===== src/rtl/e1_cas_pkg.sv =====
package e1_cas_pkg;
  // Source chosen for the bit currently presented
  typedef enum logic [2:0] {
    SRC_SER   = 3'd0,
    SRC_SIG   = 3'd1,
    SRC_REG   = 3'd2,
    SRC_ALIGN = 3'd3
  } ts16_src_e;
endpackage


===== src/rtl/e1_pos_counter.sv =====
module e1_pos_counter #(
  parameter int BYTE_W = 8,
  parameter int SLOTS  = 32,
  parameter int FRAMES = 16,
  localparam int BIT_W = $clog2(BYTE_W),
  localparam int TS_W  = $clog2(SLOTS),
  localparam int FR_W  = $clog2(FRAMES)
) (
  input  logic            clk,
  input  logic            rst_n,
  input  logic            bit_en,
  input  logic            mf_sync,
  output logic [FR_W-1:0] cur_frame,
  output logic [TS_W-1:0] cur_ts,
  output logic [BIT_W-1:0] cur_bit
);
  logic [BIT_W-1:0] bit_q, bit_d;
  logic [TS_W-1:0]  ts_q, ts_d;
  logic [FR_W-1:0]  fr_q, fr_d;

  // Position of the bit on the inputs now
  always_comb begin
    if (mf_sync) begin
      cur_bit   = '0;
      cur_ts    = '0;
      cur_frame = '0;
    end else begin
      cur_bit   = bit_q;
      cur_ts    = ts_q;
      cur_frame = fr_q;
    end
  end

  // Position of the following bit
  always_comb begin
    bit_d = cur_bit + BIT_W'(1);
    ts_d  = cur_ts;
    fr_d  = cur_frame;
    if (cur_bit == BIT_W'(BYTE_W - 1)) begin
      bit_d = '0;
      if (cur_ts == TS_W'(SLOTS - 1)) begin
        ts_d = '0;
        fr_d = (cur_frame == FR_W'(FRAMES - 1)) ? '0 : cur_frame + FR_W'(1);
      end else begin
        ts_d = cur_ts + TS_W'(1);
      end
    end
  end

  always_ff @(posedge clk or negedge rst_n) begin
    if (!rst_n) begin
      bit_q <= '0;
      ts_q  <= '0;
      fr_q  <= '0;
    end else if (bit_en) begin
      bit_q <= bit_d;
      ts_q  <= ts_d;
      fr_q  <= fr_d;
    end
  end

  assert_hold_R3: assert property (@(posedge clk) disable iff (!rst_n)
    !bit_en |=> ($stable(bit_q) && $stable(ts_q) && $stable(fr_q)));

  assert_sync_R4: assert property (@(posedge clk) disable iff (!rst_n)
    (bit_en && mf_sync) |=> (bit_q == BIT_W'(1) && ts_q == '0 && fr_q == '0));

  assert_frame_step_R4: assert property (@(posedge clk) disable iff (!rst_n)
    (bit_en && !mf_sync && bit_q == BIT_W'(BYTE_W - 1) && ts_q == TS_W'(SLOTS - 1))
    |=> (bit_q == '0 && ts_q == '0 &&
         fr_q == (($past(fr_q) == FR_W'(FRAMES - 1)) ? '0 : $past(fr_q) + FR_W'(1))));
endmodule


===== src/rtl/e1_ts16_select.sv =====
module e1_ts16_select
  import e1_cas_pkg::*;
#(
  parameter int BYTE_W = 8,
  parameter int SLOTS  = 32,
  parameter int FRAMES = 16,
  parameter int ABCD_W = 4,
  localparam int BIT_W = $clog2(BYTE_W),
  localparam int FR_W  = $clog2(FRAMES),
  localparam int CH_W  = $clog2(SLOTS),
  localparam int NB_W  = $clog2(ABCD_W),
  localparam int IX_W  = $clog2(SLOTS * ABCD_W)
) (
  input  logic [FR_W-1:0]         cur_frame,
  input  logic [BIT_W-1:0]        cur_bit,
  input  logic                    ser_in,
  input  logic                    sig_in,
  input  logic                    hw_ins_en,
  input  logic                    blk_sel,
  input  logic [SLOTS-1:0]        blk_mask,
  input  logic [SLOTS*ABCD_W-1:0] sig_regs,
  input  logic [BYTE_W-1:0]       align_byte,
  output logic                    ts16_bit
);
  ts16_src_e        src;
  logic [CH_W-1:0]  chan;
  logic [NB_W-1:0]  nib;
  logic [IX_W-1:0]  reg_idx;
  logic [BIT_W-1:0] align_idx;

  // First nibble is channel f, second nibble is channel f + SLOTS/2
  always_comb begin
    if (int'(cur_bit) < ABCD_W) chan = CH_W'(cur_frame);
    else                        chan = CH_W'(cur_frame) + CH_W'(SLOTS / 2);
    nib       = NB_W'(cur_bit);
    reg_idx   = IX_W'(chan) * IX_W'(ABCD_W) + IX_W'(ABCD_W - 1) - IX_W'(nib);
    align_idx = BIT_W'(BYTE_W - 1) - cur_bit;
  end

  always_comb begin
    src = hw_ins_en ? SRC_SIG : SRC_SER;
    if (blk_sel) begin
      if (cur_frame == '0)    src = SRC_ALIGN;
      else if (blk_mask[chan]) src = SRC_REG;
    end
  end

  always_comb begin
    case (src)
      SRC_SIG:   ts16_bit = sig_in;
      SRC_REG:   ts16_bit = sig_regs[reg_idx];
      SRC_ALIGN: ts16_bit = align_byte[align_idx];
      default:   ts16_bit = ser_in;
    endcase
  end
endmodule


===== src/rtl/e1_cas_inserter.sv =====
module e1_cas_inserter #(
  parameter int BYTE_W   = 8,
  parameter int SLOTS    = 32,
  parameter int FRAMES   = 16,
  parameter int ABCD_W   = 4,
  parameter int SIG_SLOT = 16,
  localparam int BIT_W = $clog2(BYTE_W),
  localparam int TS_W  = $clog2(SLOTS),
  localparam int FR_W  = $clog2(FRAMES)
) (
  input  logic                    clk,
  input  logic                    rst_n,
  input  logic                    bit_en,
  input  logic                    mf_sync,
  input  logic                    ser_in,
  input  logic                    sig_in,
  input  logic                    hw_ins_en,
  input  logic                    blk_sel,
  input  logic [SLOTS-1:0]        blk_mask,
  input  logic [SLOTS*ABCD_W-1:0] sig_regs,
  input  logic [BYTE_W-1:0]       align_byte,
  output logic                    ser_out
);
  logic [FR_W-1:0]  cur_frame;
  logic [TS_W-1:0]  cur_ts;
  logic [BIT_W-1:0] cur_bit;
  logic             ts16_bit;
  logic             in_sig_slot;
  logic             out_d, out_q;

  e1_pos_counter #(
    .BYTE_W (BYTE_W),
    .SLOTS  (SLOTS),
    .FRAMES (FRAMES)
  ) i_pos (
    .clk       (clk),
    .rst_n     (rst_n),
    .bit_en    (bit_en),
    .mf_sync   (mf_sync),
    .cur_frame (cur_frame),
    .cur_ts    (cur_ts),
    .cur_bit   (cur_bit)
  );

  e1_ts16_select #(
    .BYTE_W (BYTE_W),
    .SLOTS  (SLOTS),
    .FRAMES (FRAMES),
    .ABCD_W (ABCD_W)
  ) i_sel (
    .cur_frame  (cur_frame),
    .cur_bit    (cur_bit),
    .ser_in     (ser_in),
    .sig_in     (sig_in),
    .hw_ins_en  (hw_ins_en),
    .blk_sel    (blk_sel),
    .blk_mask   (blk_mask),
    .sig_regs   (sig_regs),
    .align_byte (align_byte),
    .ts16_bit   (ts16_bit)
  );

  always_comb begin
    in_sig_slot = (cur_ts == TS_W'(SIG_SLOT));
    out_d       = in_sig_slot ? ts16_bit : ser_in;
  end

  always_ff @(posedge clk or negedge rst_n) begin
    if (!rst_n)      out_q <= 1'b0;
    else if (bit_en) out_q <= out_d;
  end

  assign ser_out = out_q;

  assert_passthru_R2: assert property (@(posedge clk) disable iff (!rst_n)
    (bit_en && cur_ts != TS_W'(SIG_SLOT)) |=> (ser_out == $past(ser_in)));

  assert_stall_R3: assert property (@(posedge clk) disable iff (!rst_n)
    !bit_en |=> $stable(ser_out));

  assert_align_R7: assert property (@(posedge clk) disable iff (!rst_n)
    (bit_en && blk_sel && cur_ts == TS_W'(SIG_SLOT) && cur_frame == '0)
    |=> (ser_out == $past(align_byte[BIT_W'(BYTE_W - 1) - cur_bit])));

  assert_open_R5: assert property (@(posedge clk) disable iff (!rst_n)
    (bit_en && !blk_sel && !hw_ins_en) |=> (ser_out == $past(ser_in)));
endmodule


===== config.mk =====
export PLATFORM = sky130hd
export DESIGN_NAME = e1_cas_inserter
export DESIGN_NICKNAME = d
export VERILOG_FILES = /design/src/rtl/e1_cas_pkg.sv /design/src/rtl/e1_pos_counter.sv /design/src/rtl/e1_ts16_select.sv /design/src/rtl/e1_cas_inserter.sv
export SDC_FILE = /design/constraint.sdc
export NUM_CORES = 1
export LEC_CHECK = 0
export ABC_AREA = 1
export BUFFER_PORTS_ARGS = -buffer_cell sky130_fd_sc_hd__buf_2
export CAP_MARGIN = 10
export CORE_UTILIZATION = 47
export DETAILED_ROUTE_END_ITERATION = 8
export GPL_TIMING_DRIVEN = 0
export PLACE_DENSITY = 0.88
export SLEW_MARGIN = 40
export SYNTH_ARGS = -nofsm -noshare
export SYNTH_HDL_FRONTEND = slang
export SYNTH_SLANG_ARGS = --single-unit

===== constraint.sdc =====
create_clock -name clk -period 3.07 [get_ports clk]
set_input_delay 0.307 -clock clk [delete_from_list [all_inputs] [get_ports clk]]
set_output_delay 0.307 -clock clk [all_outputs]
set_load 0.005 [all_outputs]

==> results of run 1 <==
[layout by cell type (no fill, tap or decap)]
cell type / netlist / routed
xnor2_1: 1 / 1
nand2_1: 220 / 220
dfrtp_1: 13 / 13
nor2_4: 1 / 1
o21ai_0: 7 / 7
xor2_1: 2 / 2
a32oi_1: 1 / 1
nor3_1: 2 / 2
inv_1: 42 / 42
o2111ai_1: 1 / 1
o21ai_1: 1 / 1
inv_2: 5 / 5
a31oi_1: 1 / 1
a21oi_1: 13 / 13
nand2_4: 2 / 2
clkbuf_8: 0 / 3
nand3_1: 132 / 132
a32o_1: 1 / 1
nand2_2: 2 / 2
ha_1: 7 / 7
buf_2: 14 / 190
o211ai_1: 1 / 1
buf_1: 1 / 1
nor2_1: 29 / 29
dlygate4sd3_1: 0 / 1
buf_6: 2 / 2
nor2_2: 4 / 4
a22oi_1: 1 / 1
clkbuf_1: 5 / 6
buf_4: 8 / 8
o22ai_1: 3 / 3
[cell type report]
class | instances | area, sq um | share of cell area [%]
Tap cell | 70 | 87.6 | 2.39
Inverter | 47 | 176 | 4.82
Buffer | 30 | 175 | 4.78
Multi-Input combinational cell | 432 | 1960 | 53.6
Timing Repair Buffer | 177 | 891 | 24.3
Clock buffer | 4 | 45.0 | 1.23
Sequential cell | 13 | 325 | 8.88
[power by group through the flow]
stage / sequential, mW / clock (mW) / combinational [mW]
after global routing: 0.185 / 0.162 / 0.493
after CTS: 0.184 / 0.152 / 0.436
final: 0.184 / 0.149 / 0.441
after floorplan: 0.186 / 0 / 0.252
after global placement: 0.187 / 0 / 0.429
after detailed placement: 0.187 / 0 / 0.433
[cells by family (layout without fill, tap and decap cells)]
family                   Yosys count  after routing  synth area share, %
buffers and inverters             77            258                 13.3
AND/OR/NAND/NOR                  392            392                 63.5
AO/OA/AOI/OAI                     30             30                 6.54
flip-flops                        13             13                 12.3
adder cells (fa/ha/maj)            7              7                 3.32
XOR/XNOR                           3              3                0.995
[worst max-delay path, cell delays in order (launching register included)]
cell,delay [ns]
dfrtp_1,0.40
inv_1,0.08
nor2_2,0.20
buf_2,0.27
ha_1,0.18
ha_1,0.26
nand2_1,0.12
nor3_1,0.26
nand2_1,0.08
nand2_1,0.07
o22ai_1,0.07
[flip-flops by register name, indices dropped and copies added (netlist names)]
register,count
ser_out,1
i_pos.ts_q,5
i_pos.fr_q,4
i_pos.bit_q,3
[metal layers]
metal,vias to the layer above,part of all wire (%)
met5,-,0
met4,0,2.2
met3,29,7.7
met2,215,51
met1,1788,39
li1,2038,-
[worst paths after layout]
path                                start            end  slack, ns  cells after the start
max                        i_pos.bit_q[0]  i_pos.ts_q[3]       0.95                     10
min                                bit_en  i_pos.ts_q[4]       0.40                      3
max reg2reg                i_pos.bit_q[0]  i_pos.ts_q[3]       0.95                     10
min reg2reg                       ser_out        ser_out       0.47                      2
max in group asynchronous           rst_n  i_pos.ts_q[3]       2.37                      2
min in group asynchronous           rst_n  i_pos.ts_q[4]       0.48                      2
[metrics by stage]
stage / utilization, % / hold WS [ns] / worst slack (ns) / std cells / cell area [sq um]
6_report: 69.5 / 0.401 / 0.954 / 773 / 3660
5_1_grt: 69.5 / 0.394 / 0.732 / 773 / 3660
4_1_cts: 69.5 / 0.386 / 0.985 / 773 / 3660
3_5_place_dp: 68.5 / 0.207 / 0.786 / 768 / 3610
3_3_place_gp: 68.5 / 0.205 / 0.836 / 768 / 3610
2_1_floorplan: - / 0.0114 / 1.28 / 522 / 2640
==> summary.txt, run 1 <==
Cells and area
  – Area Overhead vs Synth: 38.8%
  – Filler Cell Count: 520
  – Nets@finish: around 890
  – Fraction of layout cells with a size suffix above 1: between 30% and 40%
  – Antenna Cells: 0

Run status
  – Status: completed

Global routing
  – Gr busiest metal: met2
  – Met1 Use GR: 36.3%
  – GR Layer Usage met2: roughly three fifths
  – Global Route Usage Sum: approximately a third
  – Initial antenna violation count: 0
  – Congestion Overflow GR: 0
  – Vias in the first global route: 3704
  – GR Util met3: 4.88%
  – First-pass GRT wire length: roughly 16000 microns
  – Largest net degree at the start of global routing: 14

Drt
  – Post-route ant nets: 0
  – Routed wire length: ~9500 microns
  – Router iterations before antenna repair: 5
  – WL/cell: roughly 12 microns
  – DRC viols: 0
  – DR iter-0 viols: about 250
  – Vias/cell: about 5.3
  – Vias post-DR: 4070

Job
  – Maxcap violations: 0

Timing
  – Final Max Tran Viols: 0
  – Max Clock Freq: roughly 470 MHz
  – RSZ-0062 raised after global routing: no
  – Fin crit share: between 60% and 70%
  – Slew HR: 70.2%
  – Setup TNS: 0 ns
  – Clock Skew: roughly 0.0034 ns
  – Fin crit period: 2.12 ns
  – Slew @ Worst Pin: around 0.45 ns
  – Setup-failing EPs final: 0
  – Fin. Hold Viols: 0

Die
  – Die extent in x: 76.9 microns
  – Die footprint: 5920 sq um
  – Initial Utilization: between 50% and 60%
  – Core ar.: between 5000 and 6000 sq um
  – Row Count: 26
  – Die Height: about 77 microns
  – I/O Pins: between 150 and 200

Clock tree
  – CTS Buffer Depth: 2
  – Post-CTS Setup Repair Bufs: 0
  – CTS Sinks: 13
  – CTS resizes: 0
  – Clock latency on the worst-skew pair: roughly 0.24 ns
  – H-tree levels: 1
  – Total CTS buffers: 3
  – CTS tree: done
  – Post-CTS Hold Buffers: 1
  – CTS clk-pin slew, worst paths: ~0.050 ns
  – Root Driver: clkbuf_8

Logic synthesis
  – Synth top area share: between 30% and 40%
  – Synthesized flop and latch total: 13
  – Most frequent cell after synthesis: nand2_1
  – Avg Cell Area, Syn: just over 5 sq um
  – Yosys top cell by area: nand2_1
  – Synthesized area: 2640 sq um
  – Yosys synthesis warning count: 0
  – Mapped Nets: 705
  – Ys async rst share: 100%
  – Sequential area share after synthesis: 12.3%
  – EDFF count, synth: 0
  – Most frequent cells after synthesis: 220 x nand2_1, 132 x nand3_1, 42 x inv_1
  – Primary FF master, synth: dfrtp_1
  – Post-synth cell types: 29
  – Top cells by area, synth: nand2_1 31%, nand3_1 25%, dfrtp_1 12%
  – Synth Instances: 522

Placed design
  – Port buffer count: around 180
  – Gpl congestion: roughly 0.92
  – Post-DP HPWL: approximately 7700 microns

Setup path
  – CP Launch Type: register
  – Critical Path End Type: register
  – WP data arrival: between 2 and 2.5 ns
  – CP required: between 3 and 4 ns
  – CP max FO: 10
  – Crit Path Category: reg2reg

Power
  – Part of the power in registers: about a quarter
  – Comb power frac: 57.0%
  – Max rail drop VDD: 249 uV
  – Switching part of the total: between 30% and 40%
  – P_leak: 2.19 nW
  – Pwr Total: about 0.77 mW
  – Pint: 0.465 mW
  – Power density over the cells: approximately 210 nW/um^2
  – Clock Power Share: between 10% and 20%
  – P_sw: 0.309 mW

Hold path
  – Worst Hold Class: in2reg
Note: power is estimated with default switching activity, not from simulation.
==> run 2, diff against run 1 <==
CORE_UTILIZATION = 43   (was 47)
PLACE_DENSITY = 0.81   (was 0.88)
clock period = 2.1 ns   (was 3.07 ns; I/O delays follow)
==> run 2 against run 1 <==
Sequential cell count is the same. Critical path type unchanged. Clock power grew 52%. Highest routed layer unchanged. Count of clock-buffer cells in the layout is the same. Cell count grew 0.65%. Via count shrank 0.20%. Register-to-register slack lost 0.79 ns.
==> summary.txt, run 2 (synthesized netlist as in run 1, its figures left out) <==
Placed design
  – Post-DP Area: about 3600 sq um
  – Port buffer count: about 180
  – Pre-CTS setup slack: -0.0615 ns
  – Post-Place Cells: between 700 and 800
  – Gpl congestion: approximately 0.88
  – Post-DP HPWL: between 7000 and 8000 microns

Power
  – Power density over the cells: 311 nW/um^2
  – Part of the power in registers: between 20% and 30%
  – Clock Power Share: 19.7%
  – Max rail drop VDD: between 500 and 600 uV
  – P_leak: 2.19 nW
  – Switching part of the total: just over 40%
  – Comb power frac: a little under three fifths
  – P_sw: around 0.46 mW
  – Pwr Total: roughly 1.1 mW
  – Pint: between 0.6 and 0.7 mW

Drt
  – Vias/cell: 5.22
  – Router iterations before antenna repair: 5
  – DRC viols: 0
  – Routed wire length: approximately 9600 microns
  – Vias post-DR: 4062
  – Post-route ant nets: 0
  – DR iter-0 viols: ~260
  – WL/cell: 12.4 microns

Die
  – I/O Pins: about 180
  – Initial Utilization: 44.6%
  – Die Height: 80.4 microns
  – Core ar.: 5920 sq um
  – Row Count: 28
  – Die footprint: between 6000 and 7000 sq um
  – Die extent in x: about 80 microns

Cells and area
  – Fin cells: 778
  – Area Overhead vs Synth: 40.0%
  – Regs by FF count: i_pos.ts_q x5, i_pos.fr_q x4, i_pos.bit_q x3
  – Nets@finish: approximately 890
  – Most common cell after layout, fill and taps aside: nand2_1
  – Finished Cell Area: 3700 sq um
  – Filler Cell Count: 600
  – Fraction of layout cells with a size suffix above 1: between 30% and 40%
  – Reg with most FFs: i_pos.ts_q
  – Number of flip-flops in the largest register: 5
  – Most frequent cells in the layout: 220 x nand2_1, 186 x buf_2, 132 x nand3_1, 42 x inv_1, 28 x nor2_1
  – Antenna Cells: 0

Hold path
  – Hold path startpoint: bit_en
  – Worst Hold Class: in2reg

Clock tree
  – CTS clk-pin slew, worst paths: approximately 0.060 ns
  – CTS Buffer Depth: 2
  – Total CTS buffers: 3
  – CTS Sinks: 13
  – H-tree levels: 1
  – Clock latency on the worst-skew pair: about 0.24 ns
  – CTS tree: done
  – Root Driver: clkbuf_8
  – Post-CTS Setup Repair Bufs: 0

Setup path
  – Worst-path cell chain: nand2_2 > clkbuf_1 > nand2_1 > nand3_1 > nand3_1 > nand3_1 > nand3_1 > nand3_1 > nand2_1 > nand2_1 > nand3_1 > nand2_1 > nand2_1 > nand2_1
  – Crit Path Category: reg2reg
  – WP data arrival: between 2 and 2.5 ns
  – FF-to-FF Start: i_pos.bit_q[0]
  – Origin of the worst setup path: i_pos.bit_q[0]
  – Slowest CP cell: dfrtp_1
  – CP max FO: 10
  – Reg2Reg Setup Slack: approximately 0.17 ns
  – Critical Path End Type: register
  – CP delay by family, top: simple AND/OR/NAND/NOR gates
  – Critical Path Max Stage Delay: between 0.4 and 0.5 ns
  – CP Launch Type: register
  – CP required: between 2 and 2.5 ns
  – CP bufs+invs: 1

Global routing
  – Vias in the first global route: 3606
  – Congestion Overflow GR: 0
  – Global Route Usage Sum: between 20 and 30%
  – First-pass GRT wire length: 14900 microns
  – Initial antenna violation count: 0
  – Largest net degree at the start of global routing: 14

Job
  – Maxcap violations: 0

Timing
  – Slew @ Worst Pin: 0.425 ns
  – Clock Skew: 0.000474 ns
  – Final Max Tran Viols: 0
  – Fin crit period: a little under 2 ns
  – Final WS setup: approximately 0.17 ns
  – Slew HR: 71.6%
  – Fin crit share: just over 90%
  – Fin. Hold Viols: 0
  – Max Clock Freq: about 520 MHz
  – Setup-failing EPs final: 0

Run status
  – Status: completed
-- run 2: layout make-up --
cell class	instances	area [sq um]	share of cell area, %
Buffer	30	188	5.08
Tap cell	75	93.8	2.54
Clock buffer	4	45.0	1.22
Multi-Input combinational cell	432	1980	53.5
Timing Repair Buffer	177	891	24.1
Sequential cell	13	325	8.80
Inverter	47	176	4.77
-- run 2: timing repair --
| action | CTS | global route |
|---|---|---|
| setup endpoints to repair | 0 | 6 |
| hold buffers | 1 | 0 |
| hold endpoints to repair | 13 | 0 |
| resized for setup | 0 | 12 |
-- run 2: power groups by stage --
stage / clock network, mW / registers [mW] / logic, mW
after global placement: 0 / 0.273 / 0.634
after global routing: 0.238 / 0.270 / 0.728
final: 0.226 / 0.269 / 0.654
after CTS: 0.226 / 0.269 / 0.646
after detailed placement: 0 / 0.273 / 0.641
after floorplan: 0 / 0.272 / 0.369
-- run 2: metrics by stage --
step	setup TNS [ns]	hold slack, ns	util, %
final	0	0.298	62.4
after global routing	-0.00231	0.319	62.4
after CTS	0	0.297	62.0
after detailed placement	-0.122	0.114	61.1
after global placement	-0.0445	0.115	61.1
after floorplan	0	-0.0856	-
-- run 2: worst reg2reg max path, stage by stage, from the launching register on --
cell and delay [ns]:
dfrtp_1 0.42, nand2_2 0.15, clkbuf_1 0.35, nand2_1 0.09, nand3_1 0.11, nand3_1 0.10, nand3_1 0.10, nand3_1 0.07
nand3_1 0.07, nand2_1 0.07, nand2_1 0.09, nand3_1 0.09, nand2_1 0.07, nand2_1 0.04, nand2_1 0.05
-- run 2: routing by layer --
layer | share of wire [%] | vias up | GRT usage [%]
met4 | 2.5 | 0 | 10.0
li1 | - | 2039 | -
met2 | 50 | 188 | 53.9
met5 | 0 | - | 0
met3 | 6.9 | 28 | 3.18
met1 | 41 | 1807 | 32.6
-- run 2: path summary, 6_finish.rpt --
kind,depth (start not counted),to
max reg2reg,14,ser_out
min in group asynchronous,2,i_pos.ts_q[1]
max,14,ser_out
min,3,i_pos.ts_q[4]
max in group asynchronous,2,ser_out
min reg2reg,2,ser_out
